`src/rtl/pco_pkg.sv`:
```
package pco_pkg;
  localparam int NUM_SRC  = 5;
  localparam int SRC_W    = 3;
  localparam int PRES_W   = 3;
  localparam int PRES_MAX = 6;
  localparam int CNT_W    = PRES_MAX;

  typedef enum logic [SRC_W-1:0] {
    SRC_SLOW   = 3'd0,
    SRC_MAIN   = 3'd1,
    SRC_PLLA   = 3'd2,
    SRC_UTMI   = 3'd3,
    SRC_MASTER = 3'd4
  } src_e;

  typedef struct packed {
    logic [SRC_W-1:0]  src;
    logic [PRES_W-1:0] pres;
  } out_cfg_t;
endpackage

```
`src/rtl/pco_enable_ctl.sv`:
```
module pco_enable_ctl #(
  parameter int NUM_OUT = 2
) (
  input  logic               clk,
  input  logic               rst_n,
  input  logic [NUM_OUT-1:0] en_set,
  input  logic [NUM_OUT-1:0] en_clr,
  output logic [NUM_OUT-1:0] active
);
  always_ff @(posedge clk) begin
    if (!rst_n) active <= '0;
    else        active <= (active | en_set) & ~en_clr;
  end

  AST_SET_TAKES: assert property (@(posedge clk) disable iff (!rst_n)
    |(en_set & ~en_clr) |=> ((~active & $past(en_set & ~en_clr)) == '0));
  AST_CLEAR_WINS: assert property (@(posedge clk) disable iff (!rst_n)
    |en_clr |=> ((active & $past(en_clr)) == '0));
endmodule

```
`src/rtl/pco_divider.sv`:
```
module pco_divider
  import pco_pkg::*;
(
  input  logic               clk,
  input  logic               rst_n,
  input  logic [NUM_SRC-1:0] src_tick,
  input  logic               cfg_wr,
  input  out_cfg_t           cfg_in,
  input  logic               enable,
  output logic               tick_out,
  output logic               ready
);
  out_cfg_t          cfg_q;
  logic [CNT_W-1:0]  cnt_q;
  logic [CNT_W-1:0]  limit;
  logic [PRES_W-1:0] pres_eff;
  logic              sel_tick;
  logic              wrap;

  always_comb begin
    pres_eff = (int'(cfg_q.pres) > PRES_MAX) ? PRES_W'(PRES_MAX) : cfg_q.pres;
    limit    = CNT_W'((32'd1 << pres_eff) - 32'd1);
    sel_tick = 1'b0;
    for (int s = 0; s < NUM_SRC; s++) begin
      if (cfg_q.src == SRC_W'(s)) sel_tick = src_tick[s];
    end
    wrap = sel_tick && (cnt_q == limit);
  end

  always_ff @(posedge clk) begin
    if (!rst_n) begin
      cfg_q    <= '0;
      cnt_q    <= '0;
      ready    <= 1'b0;
      tick_out <= 1'b0;
    end else begin
      tick_out <= enable & wrap & ~cfg_wr;
      if (cfg_wr) begin
        cfg_q <= cfg_in;
        cnt_q <= '0;
        ready <= 1'b0;
      end else if (sel_tick) begin
        if (wrap) begin
          cnt_q <= '0;
          ready <= 1'b1;
        end else begin
          cnt_q <= cnt_q + 1'b1;
        end
      end
    end
  end

  AST_READY_DROPS: assert property (@(posedge clk) disable iff (!rst_n)
    cfg_wr |=> !ready);
  AST_OFF_IS_LOW: assert property (@(posedge clk) disable iff (!rst_n)
    !enable |=> !tick_out);
  AST_CNT_BOUND: assert property (@(posedge clk) disable iff (!rst_n)
    cnt_q <= limit);
  AST_PULSE_SINGLE: assert property (@(posedge clk) disable iff (!rst_n)
    tick_out |=> (!tick_out || (limit == '0)));
endmodule

```
`src/rtl/prog_clk_out.sv`:
```
module prog_clk_out
  import pco_pkg::*;
#(
  parameter int NUM_OUT = 2,
  parameter int SEL_W   = (NUM_OUT > 1) ? $clog2(NUM_OUT) : 1
) (
  input  logic               clk,
  input  logic               rst_n,
  input  logic [NUM_SRC-1:0] src_tick,
  input  logic               cfg_wr,
  input  logic [SEL_W-1:0]   cfg_sel,
  input  logic [SRC_W-1:0]   cfg_src,
  input  logic [PRES_W-1:0]  cfg_pres,
  input  logic [NUM_OUT-1:0] en_set,
  input  logic [NUM_OUT-1:0] en_clr,
  output logic [NUM_OUT-1:0] out_active,
  output logic [NUM_OUT-1:0] out_ready,
  output logic [NUM_OUT-1:0] clk_out
);
  out_cfg_t wr_cfg;
  assign wr_cfg = '{src: cfg_src, pres: cfg_pres};

  pco_enable_ctl #(.NUM_OUT(NUM_OUT)) u_en (
    .clk    (clk),
    .rst_n  (rst_n),
    .en_set (en_set),
    .en_clr (en_clr),
    .active (out_active)
  );

  for (genvar g = 0; g < NUM_OUT; g++) begin : g_out
    logic wr_this;
    assign wr_this = cfg_wr && (cfg_sel == SEL_W'(g));

    pco_divider u_div (
      .clk      (clk),
      .rst_n    (rst_n),
      .src_tick (src_tick),
      .cfg_wr   (wr_this),
      .cfg_in   (wr_cfg),
      .enable   (out_active[g]),
      .tick_out (clk_out[g]),
      .ready    (out_ready[g])
    );
  end

  AST_OTHER_READY_KEPT: assert property (@(posedge clk) disable iff (!rst_n)
    (cfg_wr && cfg_sel == '0 && out_ready[NUM_OUT-1] && NUM_OUT > 1)
      |=> out_ready[NUM_OUT-1]);
endmodule

```
`config.mk`:
```
export PLATFORM = sky130hd
export DESIGN_NAME = prog_clk_out
export DESIGN_NICKNAME = d
export VERILOG_FILES = /design/src/rtl/pco_pkg.sv /design/src/rtl/pco_enable_ctl.sv /design/src/rtl/pco_divider.sv /design/src/rtl/prog_clk_out.sv
export SDC_FILE = /design/constraint.sdc
export NUM_CORES = 1
export LEC_CHECK = 0
export ABC_AREA = 1
export CORE_MARGIN = 3
export CORE_UTILIZATION = 53
export DETAILED_ROUTE_END_ITERATION = 16
export GPL_ROUTABILITY_DRIVEN = 0
export GPL_TIMING_DRIVEN = 0
export HOLD_SLACK_MARGIN = 0.12
export PLACE_DENSITY_LB_ADDON = 0.25
export REMOVE_ABC_BUFFERS = 1
export SYNTH_ARGS = -nofsm -noshare
export SYNTH_HDL_FRONTEND = slang
export SYNTH_SLANG_ARGS = --single-unit
```
`constraint.sdc`:
```
create_clock -name clk -period 1.47 [get_ports clk]
set_input_delay 0.3675 -clock clk [delete_from_list [all_inputs] [get_ports clk]]
set_output_delay 0.3675 -clock clk [all_outputs]
set_load 0.02 [all_outputs]
```
* Word-level counts from Yosys, hierarchy flattened *
Cells that the tools add are included.

storage, ports and cells
  word-level logic and storage cells = 64
  bits in writable memories = 0
  memories = 0
  bits in latches = 0
  output and inout port bits = 6
  bits in registers = 30
  bits in read-only memories = 0
  bits of input ports = 19

cells by class
  magnitude comparators = 2
  reduce and logical (&&, ||, !) cells = 10
  shift-type cells = 2
  mux-type cells = 14
  divide/modulo/power cells = 0
  add/sub/neg operators = 4
  equal/unequal tests = 10
  multipliers = 0
  bitwise operators = 11

operators with widths
  cell                                                  count
  adder 6 x 1 -> 6 bit (second input constant)          2
  equality test 3 x 2 -> 1 bit (second input constant)  4
  equality test 6 bit                                   2
  two-way mux 6 bit                                     2
  << shifter 1 x 3 -> 6 bit (first input constant)      2
  subtractor 6 x 1 -> 6 bit (second input constant)     2
  two-way mux 1 bit                                     10
  equality test 3 x 1 -> 1 bit (second input constant)  2
  equality test 3 bit (second input constant)           2
  > comparator 3 bit (second input constant)            2
  zero test 3 bit                                       2
  two-way mux 3 bit                                     2
  bitwise AND 1 bit                                     4
  logical AND 1 bit                                     4
  NOT 1 bit                                             4
  AND reduction 2 bit                                   2
  OR reduction 2 bit                                    2
  bitwise AND 2 bit                                     1
  NOT 2 bit                                             1
  OR 2 bit                                              1

* Depth between registers and ports, before layout *
  word-level depth = 9
  gate-level depth with buffers = 11

* By module *
A second synthesis with hierarchy kept.

unflattened totals
  cell total of the unflattened synthesis = 252
  area, all modules = 1636.6 sq um

by module, submodules not included
  module          seq. area each (sq um)  times used  cells an instance  area each (sq um)
  pco_divider     280.3                   2           119                774.5
  pco_enable_ctl  40.0                    1           10                 70.1
  prog_clk_out    0.0                     1           4                  17.5

* Worst setup path after synthesis *
No wires, ideal clock.

  path type = register to register
  start = reg g_out[0].u_div.cfg_q[2] (netlist name)
  end = reg g_out[0].u_div.cnt_q[4]
  stages on the path, launching flop included = 10
  slack = 0.313 ns
  data required time = 1.358 ns
  arrival time = 1.045 ns
  buffers on the path = 0
  path through = dfxtp_1 > inv_2 > nand2_2 > nand2_1 > nand2_1 > nand3_1 > nor2_1 > nand3_2 > nand2_4 > nor2_1

between the ends
  cells in the longest elaborated chain, start to end = 7

RTL lines
  what                           line               text
  start, declared                pco_divider.sv:13  out_cfg_t cfg_q;
  start signal, assigned         pco_divider.sv:39  cfg_q <= cfg_in;
  > comparator 3 bit             pco_divider.sv:21  pres_eff = (int'(cfg_q.pres) > PRES_MAX) ? PRES_W'(PRES_MAX) : cfg_q.pres;
  two-way mux 3 bit (*)          pco_divider.sv:21
  << shifter 1 x 3 -> 6 bit (*)  pco_divider.sv:22  limit = CNT_W'((32'd1 << pres_eff) - 32'd1);
  subtractor 6 x 1 -> 6 bit (*)  pco_divider.sv:22
  equality test 6 bit (*)        pco_divider.sv:27  wrap = sel_tick && (cnt_q == limit);
  logical AND 1 bit (*)          pco_divider.sv:27
  two-way mux 6 bit (*)          pco_divider.sv:43  if (wrap) begin
  end signal, assigned           pco_divider.sv:47  cnt_q <= cnt_q + 1'b1;
  end, declared                  pco_divider.sv:14  logic [CNT_W-1:0] cnt_q;

Every way passes the cells marked *; elsewhere a longest branch is shown, timed or not.
A chain may end at the register's enable or synchronous reset.

* Worst setup path in the final report *
  start = reg u_en.active[1]
  end = out out_active[1]

RTL lines
  what                    line                  text
  start, declared         pco_enable_ctl.sv:8   output logic [NUM_OUT-1:0] active
  start signal, assigned  pco_enable_ctl.sv:12  else active <= (active | en_set) & ~en_clr;
  end, declared           prog_clk_out.sv:16    output logic [NUM_OUT-1:0] out_active,

No word-level cell between the ends.

==> results.yml <==
power_and_ir_drop:
  leakagePower_uw: 0.000924
  peakVddDrop_uv: 726
  power_density_nw_per_um2: 920
floorplanning:
  start_util: 0.583
  io_pins: 25
  placementRows: 19
  die-area_sq_um: 3880
  die_width_um: 62.3
  core_area_sq_um: 2880
  die_y_um: 62.3
detailed_routing:
  vias_per_cell: 4.97
  drt_pass1_iterations: 4
  postRouteAntennaNets: 0
  drt_iter0_drc: 117
  num_vias: 1585
  routedWlPerCell_um: 10.8
  drc_errors: 0
  wl_um: 3430
cells_and_area:
  final_nets: 297
  area_growth_pct: 18.8
  antenna_cells: 0
  drive_above_1_share: 0.112
  n_fill_cell: 238
yosys:
  yosys.area.top_type: "dfxtp_1"
  syn_area_sq_um: 1680
  ys_seq_area_frac: 0.358
  synthCells: 254
  ys_seq_elements: 30
  yosys_warnings: 0
  synth_cell_types: 26
  yosys-top-cells-area: "dfxtp_1, nand2_1, inv_1"
  synth_area_per_cell_sq_um: 6.61
  synth.top_cell.area_share: 0.358
global_routing:
  grt_pass1_vias: 1373
  grt_max_degree: 14
  grt_usage: 0.187
  overflow: 0
  antenna_found_initial: 0
  grt_pass1_wl_um: 5830
sta:
  finClkSkew_ns: 0.00872
  setup-violations-final: 0
  fmax_ghz: 0.715
  fin_tns_setup_ns: 0
  layout_worst_path_cycle_share: 0.952
  slew_violations: 0
  relSlewSlack: 0.761
  tightest_slew_ns: 0.358
  hold_viol_final: 0
  post-route-min-period_ns: 1.40
  setup_ws_ns: 0.0708
clock_network:
  cts_tree: "done"
  cts_buffers: 5
  clk_path_buf_depth: 2
  cts-root-buf: "clkbuf_4"
  htreeDepth: 2
  path_clk_slew_ns: 0.09
  clkLatencyLatePin_ns: 0.33
  numClockSinks: 30
  post_cts_buffers: 0
run:
  drv_cap: 0
critical_path:
  worstPathMaxFanout: 3
  crit_family: "flip-flops"
  path_cells: "dlygate4sd2_1"
  cp_slowest_cell: "dfxtp_1"
  endpoint_kind: "output port"
  worstPathArrival_ns: 1.03
  cp-start-kind: "register"
  crit_buf_inv: 1
  critPathMaxStageDelay_ns: 0.35
  required_ns: 1.10
  setup.worst_path.class: "reg -> out"
placement:
  numPortBuffers: 24
  dpl.hpwl_um: 2480
  pre_cts_ws_ns: -0.425
min_path:
  hold_class: "reg -> reg"
status:
  status: "finished, final reports clean"
## cell usage after synthesis
library cell,n
a21boi_1,1
nor2_1,30
nand2_1,64
nand4_1,7
inv_1,33
nor3b_1,1
a21boi_2,1
clkbuf_1,3
nand3_1,22
nand3b_1,1
nand3_2,3
o21ai_1,1
ha_1,2
nor3_2,1
xor2_1,4
xnor2_1,1
nand2_4,2
buf_4,6
buf_6,2
inv_2,4
nor3_1,3
o21ai_0,15
nand2_2,4
a21oi_1,11
dfxtp_1,30
nor2_2,2
## flip-flops by register name, indices dropped and copies added, names as in the netlist
register              cells
u_en.active               2
g_out.u_div.tick_out      2
g_out.u_div.ready         2
g_out.u_div.cnt_q        12
g_out.u_div.cfg_q        12
## stage by stage
stage	hold slack [ns]	std cells	utilization	area [sq um]	power (uW)
after floorplan	0.444	243	-	1600	1170
after global placement	0.443	309	0.658	1890	1290
after detailed placement	0.442	309	0.658	1890	1290
after CTS	0.453	317	0.677	1950	1810
after global routing	0.473	319	0.693	1990	1950
final	0.456	319	0.693	1990	1830
## what timing repair did
action / 4_1_cts / 5_1_grt
endpoints found under the setup margin: 13 / 16
cloned: 0 / 2
gates resized for setup: 7 / 9
pin swaps: 0 / 1
hold buffers: 0 / 0
## layer usage
metal	track usage	vias up	part of all wire
li1	-	840	-
met1	0.220	706	0.47
met2	0.310	33	0.47
met3	0.0613	6	0.045
met4	0.0826	0	0.018
met5	0	-	0
## power by group
part | internal (uW) | switching, uW
logic | 165 | 247
registers | 857 | 37.3
clock network | 232 | 296
## worst reg2reg max path, cell delays in order (launching register included)
cell and delay [ns]:
dfxtp_1 0.37, nor2_2 0.18, nand2_1 0.07, nand2_1 0.08
nand3_1 0.10, nor2_2 0.15, nand3_4 0.12, nand3b_1 0.10
nand2_1 0.05
## placed cells by master (no fill, tap or decap), drive strengths merged
| master | instances |
|---|---|
| dlymetal6s2s | 1 |
| dfxtp | 30 |
| inv | 37 |
| xor2 | 4 |
| nand3 | 25 |
| clkdlybuf4s50 | 17 |
| dlygate4sd2 | 6 |
| nor3 | 4 |
| clkbuf | 7 |
| ha | 2 |
| a21oi | 11 |
| clkinv | 1 |
| nand2 | 72 |
| nand4 | 7 |
| nand3b | 1 |
| nor3b | 1 |
| o21ai | 16 |
| nor2 | 32 |
| a21boi | 2 |
| xnor2 | 1 |
## kinds of logic after synthesis
family          synth area share
simple gates               0.380
buf+inv                    0.130
flops                      0.358
compound gates            0.0917
xor+xnor                  0.0261
fa+ha+maj                 0.0149
## final timing paths
check,start,end,slack (ns),depth (start not counted)
worst max-delay path,u_en.active[1]$_SDFF_PN0_,out_active[1],0.07,1
worst min register to register,g_out[1].u_div.ready$_SDFFE_PP0P_,g_out[1].u_div.ready$_SDFFE_PP0P_,0.46,2
worst max register to register,g_out[1].u_div.cfg_q[1]$_SDFFE_PN0P_,g_out[1].u_div.cnt_q[1]$_SDFFE_PP0P_,0.16,8
worst min-delay path,g_out[1].u_div.ready$_SDFFE_PP0P_,g_out[1].u_div.ready$_SDFFE_PP0P_,0.46,2
## cell type report
type	count	area (sq um)	area share
Multi-Input combinational cell	178	905	0.454
Timing Repair Buffer	24	235	0.118
Clock inverter	1	5.00	0.00251
Tap cell	42	52.6	0.0264
Inverter	37	139	0.0697
Sequential cell	30	602	0.302
Clock buffer	7	55.1	0.0276
No activity file was read; power rests on OpenSTA's default activity.
